===== src/rtl/lag_pkg.sv =====
package lag_pkg;
  localparam int NUM_LOOPS = 5;
  localparam int CNT_W     = 16;
  localparam int NUM_AGU   = 3;
  localparam int ADDR_W    = 32;
endpackage


===== src/rtl/lag_loop_nest.sv =====
module lag_loop_nest #(
  parameter int NL = 5,
  parameter int CW = 16,
  parameter int LW = 3
) (
  input  logic           clk_i,
  input  logic           rst_ni,
  input  logic           start_i,
  input  logic           stall_i,
  input  logic [NL-1:0]  en_i,
  input  logic [NL*CW-1:0] max_i,
  input  logic [LW-1:0]  outer_lvl_i,
  input  logic [LW-1:0]  init_lvl_i,
  input  logic [LW-1:0]  store_lvl_i,
  output logic [NL*CW-1:0] cnt_o,
  output logic           busy_o,
  output logic           load_o,
  output logic           step_o,
  output logic [LW-1:0]  lvl_o,
  output logic           init_o,
  output logic           store_o,
  output logic           done_o
);
  logic [CW-1:0] cnt_q [NL];
  logic [CW-1:0] eff_max [NL];
  logic [NL-1:0] act, wrap;
  logic [NL:0]   carry;
  logic          busy_q, done_q, adv, last;
  logic          init_all, store_all;

  assign carry[0] = 1'b1;

  for (genvar k = 0; k < NL; k++) begin : g_loop
    assign act[k]       = en_i[k] && (LW'(k) <= outer_lvl_i);
    assign eff_max[k]   = act[k] ? max_i[k*CW +: CW] : '0;
    assign wrap[k]      = (cnt_q[k] == eff_max[k]);
    assign carry[k+1]   = carry[k] & wrap[k];
    assign cnt_o[k*CW +: CW] = cnt_q[k];

    always_ff @(posedge clk_i or negedge rst_ni) begin
      if (!rst_ni)                cnt_q[k] <= '0;
      else if (load_o)            cnt_q[k] <= '0;
      else if (adv && carry[k])   cnt_q[k] <= wrap[k] ? '0 : cnt_q[k] + 1'b1;
    end

    AST_IDLE_LOOP_ZERO: assert property (@(posedge clk_i) disable iff (!rst_ni)
      busy_q && !act[k] && !load_o |=> cnt_q[k] == '0);
  end

  assign last   = carry[NL];
  assign load_o = start_i & ~busy_q;
  assign adv    = busy_q & ~stall_i;
  assign step_o = adv & ~last;

  // outermost level receiving a carry this step
  always_comb begin
    lvl_o = '0;
    for (int k = 0; k < NL; k++)
      if (carry[k]) lvl_o = LW'(k);
  end

  always_comb begin
    init_all  = 1'b1;
    store_all = 1'b1;
    for (int k = 0; k < NL; k++) begin
      if (LW'(k) < init_lvl_i && cnt_q[k] != '0) init_all = 1'b0;
      if (LW'(k) < store_lvl_i && !wrap[k])      store_all = 1'b0;
    end
  end

  always_ff @(posedge clk_i or negedge rst_ni) begin
    if (!rst_ni) begin
      busy_q <= 1'b0;
      done_q <= 1'b0;
    end else begin
      done_q <= adv & last;
      if (load_o)          busy_q <= 1'b1;
      else if (adv & last) busy_q <= 1'b0;
    end
  end

  assign busy_o  = busy_q;
  assign done_o  = done_q;
  assign init_o  = busy_q & init_all;
  assign store_o = busy_q & store_all;

  AST_START_CLEAR: assert property (@(posedge clk_i) disable iff (!rst_ni)
    load_o |=> busy_q && cnt_o == '0);
  AST_STALL_FREEZE: assert property (@(posedge clk_i) disable iff (!rst_ni)
    busy_q && stall_i |=> busy_q && $stable(cnt_o));
  AST_INNER_STEP: assert property (@(posedge clk_i) disable iff (!rst_ni)
    adv && act[0] && cnt_q[0] < max_i[CW-1:0] |=> cnt_q[0] == $past(cnt_q[0]) + 1'b1);
  AST_DONE_PULSE: assert property (@(posedge clk_i) disable iff (!rst_ni)
    done_q |=> !done_q);
endmodule


===== src/rtl/lag_agu.sv =====
module lag_agu #(
  parameter int AW = 32,
  parameter int NL = 5,
  parameter int LW = 3
) (
  input  logic            clk_i,
  input  logic            rst_ni,
  input  logic            load_i,
  input  logic            step_i,
  input  logic [LW-1:0]   lvl_i,
  input  logic [AW-1:0]   base_i,
  input  logic [NL*AW-1:0] tbl_i,
  output logic [AW-1:0]   addr_o
);
  logic [AW-1:0] addr_q, inc;

  always_comb begin
    inc = '0;
    for (int k = 0; k < NL; k++)
      if (LW'(k) == lvl_i) inc = tbl_i[k*AW +: AW];
  end

  always_ff @(posedge clk_i or negedge rst_ni) begin
    if (!rst_ni)      addr_q <= '0;
    else if (load_i)  addr_q <= base_i;
    else if (step_i)  addr_q <= addr_q + inc;
  end

  assign addr_o = addr_q;

  AST_BASE_LOAD: assert property (@(posedge clk_i) disable iff (!rst_ni)
    load_i |=> addr_q == $past(base_i));
  AST_ADDR_HOLD: assert property (@(posedge clk_i) disable iff (!rst_ni)
    !load_i && !step_i |=> $stable(addr_q));
endmodule


===== src/rtl/loop_addr_gen.sv =====
module loop_addr_gen
  import lag_pkg::*;
#(
  parameter int N_LOOP = NUM_LOOPS,
  parameter int IDX_W  = CNT_W,
  parameter int N_PTR  = NUM_AGU,
  parameter int PTR_W  = ADDR_W,
  localparam int LVL_W = $clog2(N_LOOP + 1)
) (
  input  logic                     clk_i,
  input  logic                     rst_ni,
  input  logic                     start_i,
  input  logic                     stall_i,
  input  logic [N_LOOP-1:0]        loop_en_i,
  input  logic [N_LOOP*IDX_W-1:0]  loop_max_i,
  input  logic [LVL_W-1:0]         outer_lvl_i,
  input  logic [LVL_W-1:0]         init_lvl_i,
  input  logic [LVL_W-1:0]         store_lvl_i,
  input  logic [N_PTR*PTR_W-1:0]   base_i,
  input  logic [N_PTR*N_LOOP*PTR_W-1:0] step_i,
  output logic                     busy_o,
  output logic [N_LOOP*IDX_W-1:0]  idx_o,
  output logic [N_PTR*PTR_W-1:0]   addr_o,
  output logic                     init_o,
  output logic                     store_o,
  output logic                     done_o
);
  logic             load, step;
  logic [LVL_W-1:0] lvl;

  lag_loop_nest #(.NL(N_LOOP), .CW(IDX_W), .LW(LVL_W)) u_nest (
    .clk_i, .rst_ni, .start_i, .stall_i,
    .en_i(loop_en_i), .max_i(loop_max_i),
    .outer_lvl_i, .init_lvl_i, .store_lvl_i,
    .cnt_o(idx_o), .busy_o, .load_o(load), .step_o(step), .lvl_o(lvl),
    .init_o, .store_o, .done_o
  );

  for (genvar a = 0; a < N_PTR; a++) begin : g_ptr
    lag_agu #(.AW(PTR_W), .NL(N_LOOP), .LW(LVL_W)) u_agu (
      .clk_i, .rst_ni,
      .load_i(load), .step_i(step), .lvl_i(lvl),
      .base_i(base_i[a*PTR_W +: PTR_W]),
      .tbl_i(step_i[a*N_LOOP*PTR_W +: N_LOOP*PTR_W]),
      .addr_o(addr_o[a*PTR_W +: PTR_W])
    );
  end

  AST_DONE_IDLE: assert property (@(posedge clk_i) disable iff (!rst_ni)
    done_o |-> !busy_o);
  AST_STROBE_BUSY: assert property (@(posedge clk_i) disable iff (!rst_ni)
    init_o || store_o |-> busy_o);
endmodule


===== config.mk =====
export PLATFORM = sky130hd
export DESIGN_NAME = loop_addr_gen
export DESIGN_NICKNAME = d
export VERILOG_FILES = /design/src/rtl/lag_pkg.sv /design/src/rtl/lag_loop_nest.sv /design/src/rtl/lag_agu.sv /design/src/rtl/loop_addr_gen.sv
export SDC_FILE = /design/constraint.sdc
export NUM_CORES = 1
export LEC_CHECK = 0
export ABC_CLOCK_PERIOD_IN_PS = 10890
export BUFFER_PORTS_ARGS = -buffer_cell sky130_fd_sc_hd__buf_2
export CORE_AREA = 3 3 327 329
export CTS_CLUSTER_DIAMETER = 60
export DETAILED_ROUTE_END_ITERATION = 16
export DIE_AREA = 0 0 330 332
export PLACE_DENSITY = 0.42
export SETUP_SLACK_MARGIN = 0.5
export SLEW_MARGIN = 5
export SYNTH_ARGS = -nofsm -noshare
export SYNTH_HDL_FRONTEND = slang
export SYNTH_SLANG_ARGS = --single-unit

===== constraint.sdc =====
create_clock -name clk_i -period 10.89 [get_ports clk_i]
set_input_delay 2.7225 -clock clk_i [delete_from_list [all_inputs] [get_ports clk_i]]
set_output_delay 2.7225 -clock clk_i [all_outputs]
set_load 0.03 [all_outputs]

# --- Word level (Yosys, flattened, before mapping) ---
# Cells that the tools add are included.
op_classes:
  reduce_logical: 37
  n_mux: 57
  bitwise: 13
  magnitude_cmp: 15
  eq_ne: 9
  addsub: 8
ops:
  columns: ["op", "n"]
  rows:
  - ["2-to-1 mux 32 bit", 21]
  - ["2-to-1 mux 16 bit", 20]
  - ["adder 32 bit", 3]
  - ["adder 16 x 1 -> 16 bit (second input constant)", 5]
  - ["equality test 16 bit", 5]
  - ["nonzero test 16 bit", 5]
  - ["logical AND 1 bit", 19]
  - ["nonzero test 2 bit", 7]
  - ["2-to-1 mux 1 bit", 13]
  - ["< comparator 1 x 3 -> 1 bit (first input constant)", 4]
  - ["< comparator 2 x 3 -> 1 bit (first input constant)", 4]
  - ["AND 1 bit", 10]
  - ["equality test 2 x 3 -> 1 bit (first input constant)", 2]
  - ["<= comparator 1 x 3 -> 1 bit (first input constant)", 2]
  - ["<= comparator 2 x 3 -> 1 bit (first input constant)", 2]
  - ["< comparator 3 bit (first input constant)", 2]
  - ["zero test 1 bit", 5]
  - ["2-to-1 mux 2 bit", 2]
  - ["equality test 1 x 3 -> 1 bit (first input constant)", 1]
  - ["equality test 3 bit (first input constant)", 1]
  - ["<= comparator 3 bit (first input constant)", 1]
  - ["zero test 3 bit", 1]
  - ["2-to-1 mux 3 bit", 1]
  - ["NOT 1 bit", 3]
totals:
  elab_cells: 149
  regBits: 178
  out_inout_bits: 180

# --- Depth between registers and ports, before layout ---
# Gate-level depths: netlist (run 1).
depth:
  depth_word: 17
  ltp_mapped: 24
  ltp_nobuf: 20

# --- Modules after synthesis ---
# A second synthesis (run 1) with hierarchy kept.
unflattened:
  cells_unflattened: 2222
  hier_area_um2: 19117.1
modules_own_cells:
  columns: ["module", "n_inst", "cells_each", "area_each_um2", "seq_area_each_um2"]
  rows:
  - ["lag_agu (g_ptr[0].u_agu ...)", 2, 449, 4145.2, 800.8]
  - ["lag_loop_nest", 1, 851, 6582.6, 2052.0]
  - ["lag_agu (g_ptr[2].u_agu)", 1, 473, 4244.1, 800.8]

# --- Least setup slack after synthesis (run 1) ---
# No wires, ideal clock.
synth_path:
  kind: "input to register"
  from: "input outer_lvl_i[1]"
  to: "register g_ptr[2].u_agu.addr_q[28]"
  t_arrival_ns: 7.915
  setup_slack_ns: 2.847
  required_time_ns: 10.762
  stages: 24
  path_cell_list: "clkbuf_1 > a21oi_1 > nor2b_1 > nor3_1 > o31ai_1 > or3_1 > clkbuf_1 > buf_2 > buf_1 > buf_1 > mux2i_1 > o221ai_1 > ha_1 > fa_1 > a21o_1 > a21oi_1 > o21bai_1 > a2111oi_0 > nor3_1 > nor2_1 > o31a_1 > nor3_1 > a311oi_1 > o21ai_0"
synth_via:
  elab_chain_len: 17
synth_rtl:
  columns: ["element", "line_no", "source"]
  rows:
  - ["from (decl)", "loop_addr_gen.sv:16", "input logic [LVL_W-1:0] outer_lvl_i,"]
  - ["<= comparator 1 x 3 -> 1 bit", "lag_loop_nest.sv:34", "assign act[k] = en_i[k] && (LW'(k) <= outer_lvl_i);"]
  - ["logical AND 1 bit", "lag_loop_nest.sv:34", null]
  - ["2-to-1 mux 16 bit", "lag_loop_nest.sv:35", "assign eff_max[k] = act[k] ? max_i[k*CW +: CW] : '0;"]
  - ["equality test 16 bit", "lag_loop_nest.sv:36", "assign wrap[k] = (cnt_q[k] == eff_max[k]);"]
  - ["2-to-1 mux 1 bit / AND 1 bit (equally long branches)", "lag_loop_nest.sv:59, lag_loop_nest.sv:37", null]
  - ["2-to-1 mux 2 bit / AND 1 bit (equally long branches) (2 in series)", "lag_loop_nest.sv:59, lag_loop_nest.sv:37", null]
  - ["2-to-1 mux 3 bit", "lag_loop_nest.sv:59", "if (carry[k]) lvl_o = LW'(k);"]
  - ["zero test 3 bit", "lag_agu.sv:20", "if (LW'(k) == lvl_i) inc = tbl_i[k*AW +: AW];"]
  - ["2-to-1 mux 32 bit (5 in series)", "lag_agu.sv:20", null]
  - ["adder 32 bit", "lag_agu.sv:26", "else if (step_i) addr_q <= addr_q + inc;"]
  - ["2-to-1 mux 32 bit", "lag_agu.sv:26", null]
  - ["2-to-1 mux 32 bit", "lag_agu.sv:25", "else if (load_i) addr_q <= base_i;"]
  - ["to (signal assigned)", "lag_agu.sv:25", null]
  - ["to (signal assigned)", "lag_agu.sv:26", null]
  - ["to (decl)", "lag_agu.sv:15", "logic [AW-1:0] addr_q, inc;"]
# Several ways; a longest one is shown, not always the timed one. The select of a mux whose other input is x is not followed.
# A chain may end at the register's enable or synchronous reset.

# --- Worst setup path after layout (run 1) ---
layout_path:
  from: "input outer_lvl_i[1]"
  to: "register g_ptr[0].u_agu.addr_q[31]"
layout_via:
  elab_chain_len: 17
layout_rtl:
  columns: ["element", "line_no"]
  rows:
  - ["<= comparator 1 x 3 -> 1 bit", "lag_loop_nest.sv:34"]
  - ["logical AND 1 bit", "lag_loop_nest.sv:34"]
  - ["2-to-1 mux 16 bit", "lag_loop_nest.sv:35"]
  - ["equality test 16 bit", "lag_loop_nest.sv:36"]
  - ["2-to-1 mux 1 bit / AND 1 bit (equally long branches)", "lag_loop_nest.sv:59, lag_loop_nest.sv:37"]
  - ["2-to-1 mux 2 bit / AND 1 bit (equally long branches) (2 in series)", "lag_loop_nest.sv:59, lag_loop_nest.sv:37"]
  - ["2-to-1 mux 3 bit", "lag_loop_nest.sv:59"]
  - ["zero test 3 bit", "lag_agu.sv:20"]
  - ["2-to-1 mux 32 bit (5 in series)", "lag_agu.sv:20"]
  - ["adder 32 bit", "lag_agu.sv:26"]
  - ["2-to-1 mux 32 bit", "lag_agu.sv:26"]
  - ["2-to-1 mux 32 bit", "lag_agu.sv:25"]
  - ["to (signal assigned)", "lag_agu.sv:25"]
  - ["to (signal assigned)", "lag_agu.sv:26"]
  - ["to (decl)", "lag_agu.sv:15"]
# Several ways; a longest one is shown, not always the timed one. The select of a mux whose other input is x is not followed.

==> run metrics, run 1 <==
core area 104000 um2; Post-Syn Instances 2410; Setup TNS Final 0 ns; # rows 118; clock skew 0.0159 ns; via-per-instance ratio 4.77; startpoint types primary input; maximum fanout along the worst path 46; total grt overflow 0; Post-synth ARST share between 90% and 100%; post-CTS sizing 0; Layout area overhead 34.5%; worst setup path category primary input to register; dpl cell area about 24000 um2; worst slew pin tran about 1.2 ns; Clock Latency Late Sink between 0.5 and 0.6 ns; most frequent cells in the layout buf_2 (852), a21oi_1 (256), nor2_1 (253), nand2_1 (225), dfrtp_1 (178); TritonCTS clock tree yes; Fillers 11700; syn_area_per_cell 7.59 um2; Core Util, Final 23.7%; vias in the first global route ~21000; critical path arrival about 9.3 ns; Synth warnings 0; Setup Viol. Count Final 0; Tcrit/Tclk final 81.4%; Synth cell types 69; Non-Filler Instances 4556; Reg2Reg Setup Slack ~4.0 ns; Ports 854; gr usage total 18.8%; CTS root buffer clkbuf_16; required time of the critical path ~11 ns; nets 3927; largest net degree at the start of global routing 142; hold_buf cts 0; minimum clock period 8.86 ns; Post-Syn Area 18300 um2; share of cells above drive strength 1 between 20% and 30%; top_reg_cell synth dfrtp_1; final wirelength 108 mm; Peak VDD IR 0.000101 V; # Max-Cap Violations 0; IO buf count 853; Final Max Slew Viols 0; Avg WL per Cell 23.6 um; number of synthesized flops with an enable pin 0; GPL Wtd Cong slightly below 0.9; hpwl dp 86.6 mm; Worst Setup End Kind register; total CTS buffers 17; RSZ-0062 raised after global routing false; Power Total 4.75 mW; Max Fclk 113 MHz; ANT nets after route 0; CTS Sinks 178; commonest non-fill, non-tap cell in the layout buf_2; Max-slew headroom around 17%; sequential-to-total area share from yosys stat about a quarter; vertical die dimension 332 um; Final Cell Area 24600 um2; Placed Cells 4508; Power Dens Cells 193 nW/um2; status complete, no violations; clk buf depth 2; Die X approximately 330 um; HP Class register to register; Yosys reg bits 178; # Post-CTS Setup Buffers 0; DR vias roughly 22000; first-pass GRT wire length between 150 and 200 mm; Synth Net Count 3190; initial core utilization 17.6%; initial antenna violation count 45; leak pwr 12.5 nW; drt initial violations 1424; Clk pin slew, worst setup/hold paths 0.09 ns; Final Hold Viols 0; die area about 110000 um2; drt pass-1 iters 5; # DRC 0; htree depth 4
report_power, final:
part / total, mW / internal (mW) / switching [mW]
Combinational: 2.92 / 1.12 / 1.80
Sequential: 1.13 / 0.864 / 0.264
Clock: 0.699 / 0.346 / 0.353
Total: 4.75 / 2.33 / 2.42
worst paths after layout:
path                                                       from                                    end  depth (start not counted)
max                                              outer_lvl_i[1]  g_ptr[0].u_agu.addr_o[31]$_DFFE_PN0P_                         20
max in group asynchronous                                rst_ni  g_ptr[2].u_agu.addr_o[20]$_DFFE_PN0P_                          2
max reg2reg                        u_nest.cnt_o[43]$_DFFE_PN0P_  g_ptr[0].u_agu.addr_o[31]$_DFFE_PN0P_                         19
min reg2reg                g_ptr[1].u_agu.addr_o[7]$_DFFE_PN0P_   g_ptr[1].u_agu.addr_o[7]$_DFFE_PN0P_                          2
min in group asynchronous                                rst_ni           u_nest.cnt_o[35]$_DFFE_PN0P_                          1
min                        g_ptr[1].u_agu.addr_o[7]$_DFFE_PN0P_   g_ptr[1].u_agu.addr_o[7]$_DFFE_PN0P_                          2
through the flow:
step | setup WS, ns | hold slack [ns]
global placement | 1.63 | 0.532
detailed placement | 1.49 | 0.543
finish | 2.03 | 0.564
CTS | 2.08 | 0.562
global route | 1.47 | 0.586
floorplan | 2.85 | 0.687
area by class of cell:
cell class / count / area, um2 / area share (%)
timing repair buffer: 883 / 4540 / 18.5
clock inverter: 14 / 171 / 0.696
sequential: 178 / 4450 / 18.1
inverter: 57 / 214 / 0.869
multi-input combinational: 2010 / 13000 / 53.0
tap: 1380 / 1730 / 7.02
antenna: 16 / 40.0 / 0.163
clock buffer: 18 / 429 / 1.74
layer usage:
layer / vias up / share of wire [%] / wire (um) / GRT usage (%)
li1: 10400 / - / - / -
met4: 18 / 1.7 / 1790 / 4.02
met5: - / 0.13 / 137 / 0
met3: 97 / 7.8 / 8370 / 4.90
met2: 816 / 46 / 49800 / 30.7
met1: 10400 / 44 / 47500 / 24.7
cell usage after synthesis, types with 34 or more instances:
master    instances  area (um2)
o22ai_1          34         213
and3_1          116         726
xnor2_1          86         753
o21ai_0         136         681
inv_1            57         214
dfrtp_1         178        4450
nor2_1          253         950
xor2_1           69         604
clkbuf_1        132         495
a31oi_1          34         213
nand2_1         228         856
a21o_1           56         420
nor3_1           34         170
ha_1            103        1290
a21oi_1         256        1280
nand3_1          61         305
mux2i_1         115        1150
o221ai_1         86         753
worst max-delay path, cell delays in order:
cell	delay [ns]
buf_2	0.15
o21a_1	0.24
a21oi_1	0.18
o2111ai_1	0.15
nor4_1	0.66
nand2_4	0.57
or3_4	0.75
buf_4	0.36
o221ai_1	0.45
ha_1	0.33
a211oi_1	0.33
o21ai_0	0.16
a21o_1	0.21
a31oi_1	0.44
o31ai_1	0.33
a2111oi_0	0.43
nor3_1	0.13
xnor2_1	0.15
or3_1	0.31
a31oi_1	0.16
state kept, by name (all words and copies together) (netlist names):
register,count
g_ptr.u_agu.addr_o,96
u_nest.busy_o,1
u_nest.cnt_o,80
u_nest.done_o,1
cells by family (layout without fill, tap and decap cells):
kind of cell	Yosys count	after routing	share of synthesized area, %
other	0	16	0
adders and majority gates	106	106	7.37
muxes	116	116	6.35
xor gates and xnor gates	155	155	7.42
AOI/OAI and AO/OA	783	783	27.3
buffers and inverters	222	972	4.74
and+or+nand+nor	850	850	22.5
DFF	178	178	24.3
(Power assumes the default switching activity.)
==> run 2, diff against run 1 <==
--- a/config.mk
+++ b/config.mk
@@ -5,13 +5,13 @@
 export SDC_FILE = /design/constraint.sdc
 export NUM_CORES = 1
 export LEC_CHECK = 0
-export ABC_CLOCK_PERIOD_IN_PS = 10890
+export ABC_CLOCK_PERIOD_IN_PS = 7200
 export BUFFER_PORTS_ARGS = -buffer_cell sky130_fd_sc_hd__buf_2
 export CORE_AREA = 3 3 327 329
 export CTS_CLUSTER_DIAMETER = 60
 export DETAILED_ROUTE_END_ITERATION = 16
 export DIE_AREA = 0 0 330 332
-export PLACE_DENSITY = 0.42
+export PLACE_DENSITY = 0.43
 export SETUP_SLACK_MARGIN = 0.5
 export SLEW_MARGIN = 5
 export SYNTH_ARGS = -nofsm -noshare
==> constraint.sdc (replaced) <==
create_clock -name clk_i -period 7.2 [get_ports clk_i]
set_input_delay 1.8 -clock clk_i [delete_from_list [all_inputs] [get_ports clk_i]]
set_output_delay 1.8 -clock clk_i [all_outputs]
set_load 0.03 [all_outputs]
==> run metrics, run 2 (synthesized netlist as in run 1, its figures left out) <==
Final Hold Viols 0 (unchanged); Clock Latency Late Sink 0.51 ns (about the same); first-pass GRT wire length 157 mm (+4.1%); Flop pwr share 22.3% (-1.5 points); gr usage total 19.5% (+0.71 points); RSZ-0062 raised after global routing true; total grt overflow 0 (unchanged); minimum clock period 6.51 ns; pre-CTS setup slack -0.197 ns (-1.69 ns); hpwl dp 91.1 mm (+5.2%); Final Cell Area 26400 um2 (+7.3%); commonest non-fill, non-tap cell in the layout buf_2; drt pass-1 iters 7 (+2); # Max-Cap Violations 0 (unchanged); required time of the critical path 7.62 ns (-3.70 ns); initial core utilization 17.6% (unchanged); status complete, no violations; Setup TNS Final 0 ns (unchanged); drt initial violations 1329 (-6.7%); clk buf depth 2 (unchanged); nets 4118 (+4.9%); CP Launch Point outer_lvl_i[1]; Layout area overhead 44.3%; CTS root buffer clkbuf_16; Die X 330 um (unchanged); Final Max Slew Viols 0 (unchanged); net switching power 3.81 mW (+58%); worst setup path category primary input to register; die area 110000 um2 (unchanged); Comb pwr share 64.4% (+2.9 points); PnR worst setup slack 0.691 ns (-1.34 ns); ANT nets after route 0 (unchanged); Int Power 3.86 mW (+66%); # rows 118 (unchanged); clock power share 13.4% (-1.3 points); Max-slew headroom 31.5% (+15 points); DR vias 22500 (+3.6%); total CTS buffers 17 (unchanged); max FFs per register 96 (unchanged); Avg WL per Cell 23.9 um (+1.3%); clock skew 0.0207 ns (+0.00473 ns); largest net degree at the start of global routing 93 (-35%); startpoint types primary input; dpl cell area 25500 um2 (+6.3%); IO buf count 853 (unchanged); core area 104000 um2 (unchanged); Ports 854 (unchanged); critical path arrival 6.93 ns (-2.36 ns); maximum fanout along the worst path 14 (-70%); Max Fclk 154 MHz; CTS Sinks 178 (unchanged); Setup Viol. Count Final 0 (unchanged); Placed Cells 4681 (+3.8%); # DRC 0 (unchanged); Tcrit/Tclk final 90.4%; via-per-instance ratio 4.74 (-0.59%); Sw Ratio 49.7% (-1.2 points); HP Class register to register; initial antenna violation count 38 (-16%); TritonCTS clock tree yes; GPL Wtd Cong 0.901 (+2.4%); vias in the first global route 22400 (+5.2%); Clk pin slew, worst setup/hold paths 0.08 ns (about the same); Core Util, Final 25.4% (+1.7 points); worst slew pin tran 1.03 ns (-0.223 ns); vertical die dimension 332 um (unchanged); htree depth 4 (unchanged); Power Dens Cells 291 nW/um2 (+51%); final wirelength 114 mm (+5.5%); origin of the worst min-delay path g_ptr[2].u_agu.addr_o[6]$_DFFE_PN0P_; Peak VDD IR 0.000180 V (+78%); share of cells above drive strength 1 34.4% (+4.7 points); leak pwr 13.5 nW (+8.0%); Worst Setup End Kind register; Non-Filler Instances 4746 (+4.2%); reg-to-reg critical path startpoint u_nest.cnt_o[26]$_DFFE_PN0P_; most frequent cells in the layout buf_2 (851), nor2_1 (253), a21oi_1 (252), nand2_1 (225), buf_4 (196)
## run 2: changes by cell type in the layout (fill, tap and decap cells not counted), moves of 4 or more
| cell | change |
|---|---|
| buf_12 | +18 |
| a21oi_2 | +4 |
| a2111oi_0 | -4 |
| a21oi_1 | -4 |
| buf_4 | +169 |
## run 2: per-layer routing
| metal | global-route usage, % | part of all wire (%) |
|---|---|---|
| met3 | 4.57 | 6.7 |
| met4 | 5.06 | 2.1 |
| met5 | 0 | 0.14 |
| met2 | 31.4 | 46 |
| met1 | 25.9 | 45 |
## run 2: worst max-delay path: stages
cell,delay [ns]
buf_2,0.12
buf_4,0.16
o31ai_2,0.26
buf_4,0.18
o2111a_1,0.20
o2111a_2,0.21
buf_4,0.17
nand2_4,0.13
or3_2,0.64
buf_4,0.26
o221ai_1,0.29
ha_1,0.35
a21o_1,0.18
a21o_1,0.17
a21oi_1,0.17
o21ai_0,0.12
a221o_1,0.32
a2111oi_0,0.32
nor3_1,0.11
buf_4,0.16
xnor2_1,0.12
or3_1,0.30
a31oi_1,0.18
## run 2: power groups by stage
stage	clock [mW]	combinational, mW	sequential (mW)
after global routing	1.10	5.44	1.76
final	1.02	4.94	1.71
after detailed placement	0	4.88	1.73
after floorplan	0	2.49	2.16
after global placement	0	4.91	1.73
after CTS	1.07	4.91	1.71
## run 2: worst paths after layout
check / slack, ns / depth (start not counted) / end
setup / recovery: 0.69 / 23 / g_ptr[0].u_agu.addr_o[31]$_DFFE_PN0P_
hold / removal: 0.55 / 2 / g_ptr[2].u_agu.addr_o[6]$_DFFE_PN0P_
setup reg to reg: 1.47 / 21 / g_ptr[0].u_agu.addr_o[31]$_DFFE_PN0P_
hold reg to reg: 0.55 / 2 / g_ptr[2].u_agu.addr_o[6]$_DFFE_PN0P_
max in group asynchronous: 4.80 / 2 / g_ptr[0].u_agu.addr_o[2]$_DFFE_PN0P_
min in group asynchronous: 1.28 / 1 / u_nest.cnt_o[41]$_DFFE_PN0P_
## run 2: cell type report
class / count / area, um2
antenna: 17 / 42.5
clock buffer: 17 / 425
clock inverter: 13 / 129
fill: 11700 / 77400
inverter: 57 / 214
multi-input combinational: 2012 / 13200
sequential: 178 / 4450
tap: 1380 / 1730
timing repair buffer: 1072 / 6210
## run 2: timing repair
action	4_1_cts	5_1_grt
setup endpoints to repair	3	31
gates resized for setup	3	28
hold buffers	0	0
pin swaps	0	10
setup buffers	0	15
cloned	0	3
## run 2: per-stage QoR
| step | hold slack (ns) | total power, mW |
|---|---|---|
| floorplan | 0.687 | 4.64 |
| global placement | 0.516 | 6.63 |
| detailed placement | 0.524 | 6.61 |
| CTS | 0.545 | 7.70 |
| global route | 0.590 | 8.30 |
| finish | 0.549 | 7.67 |
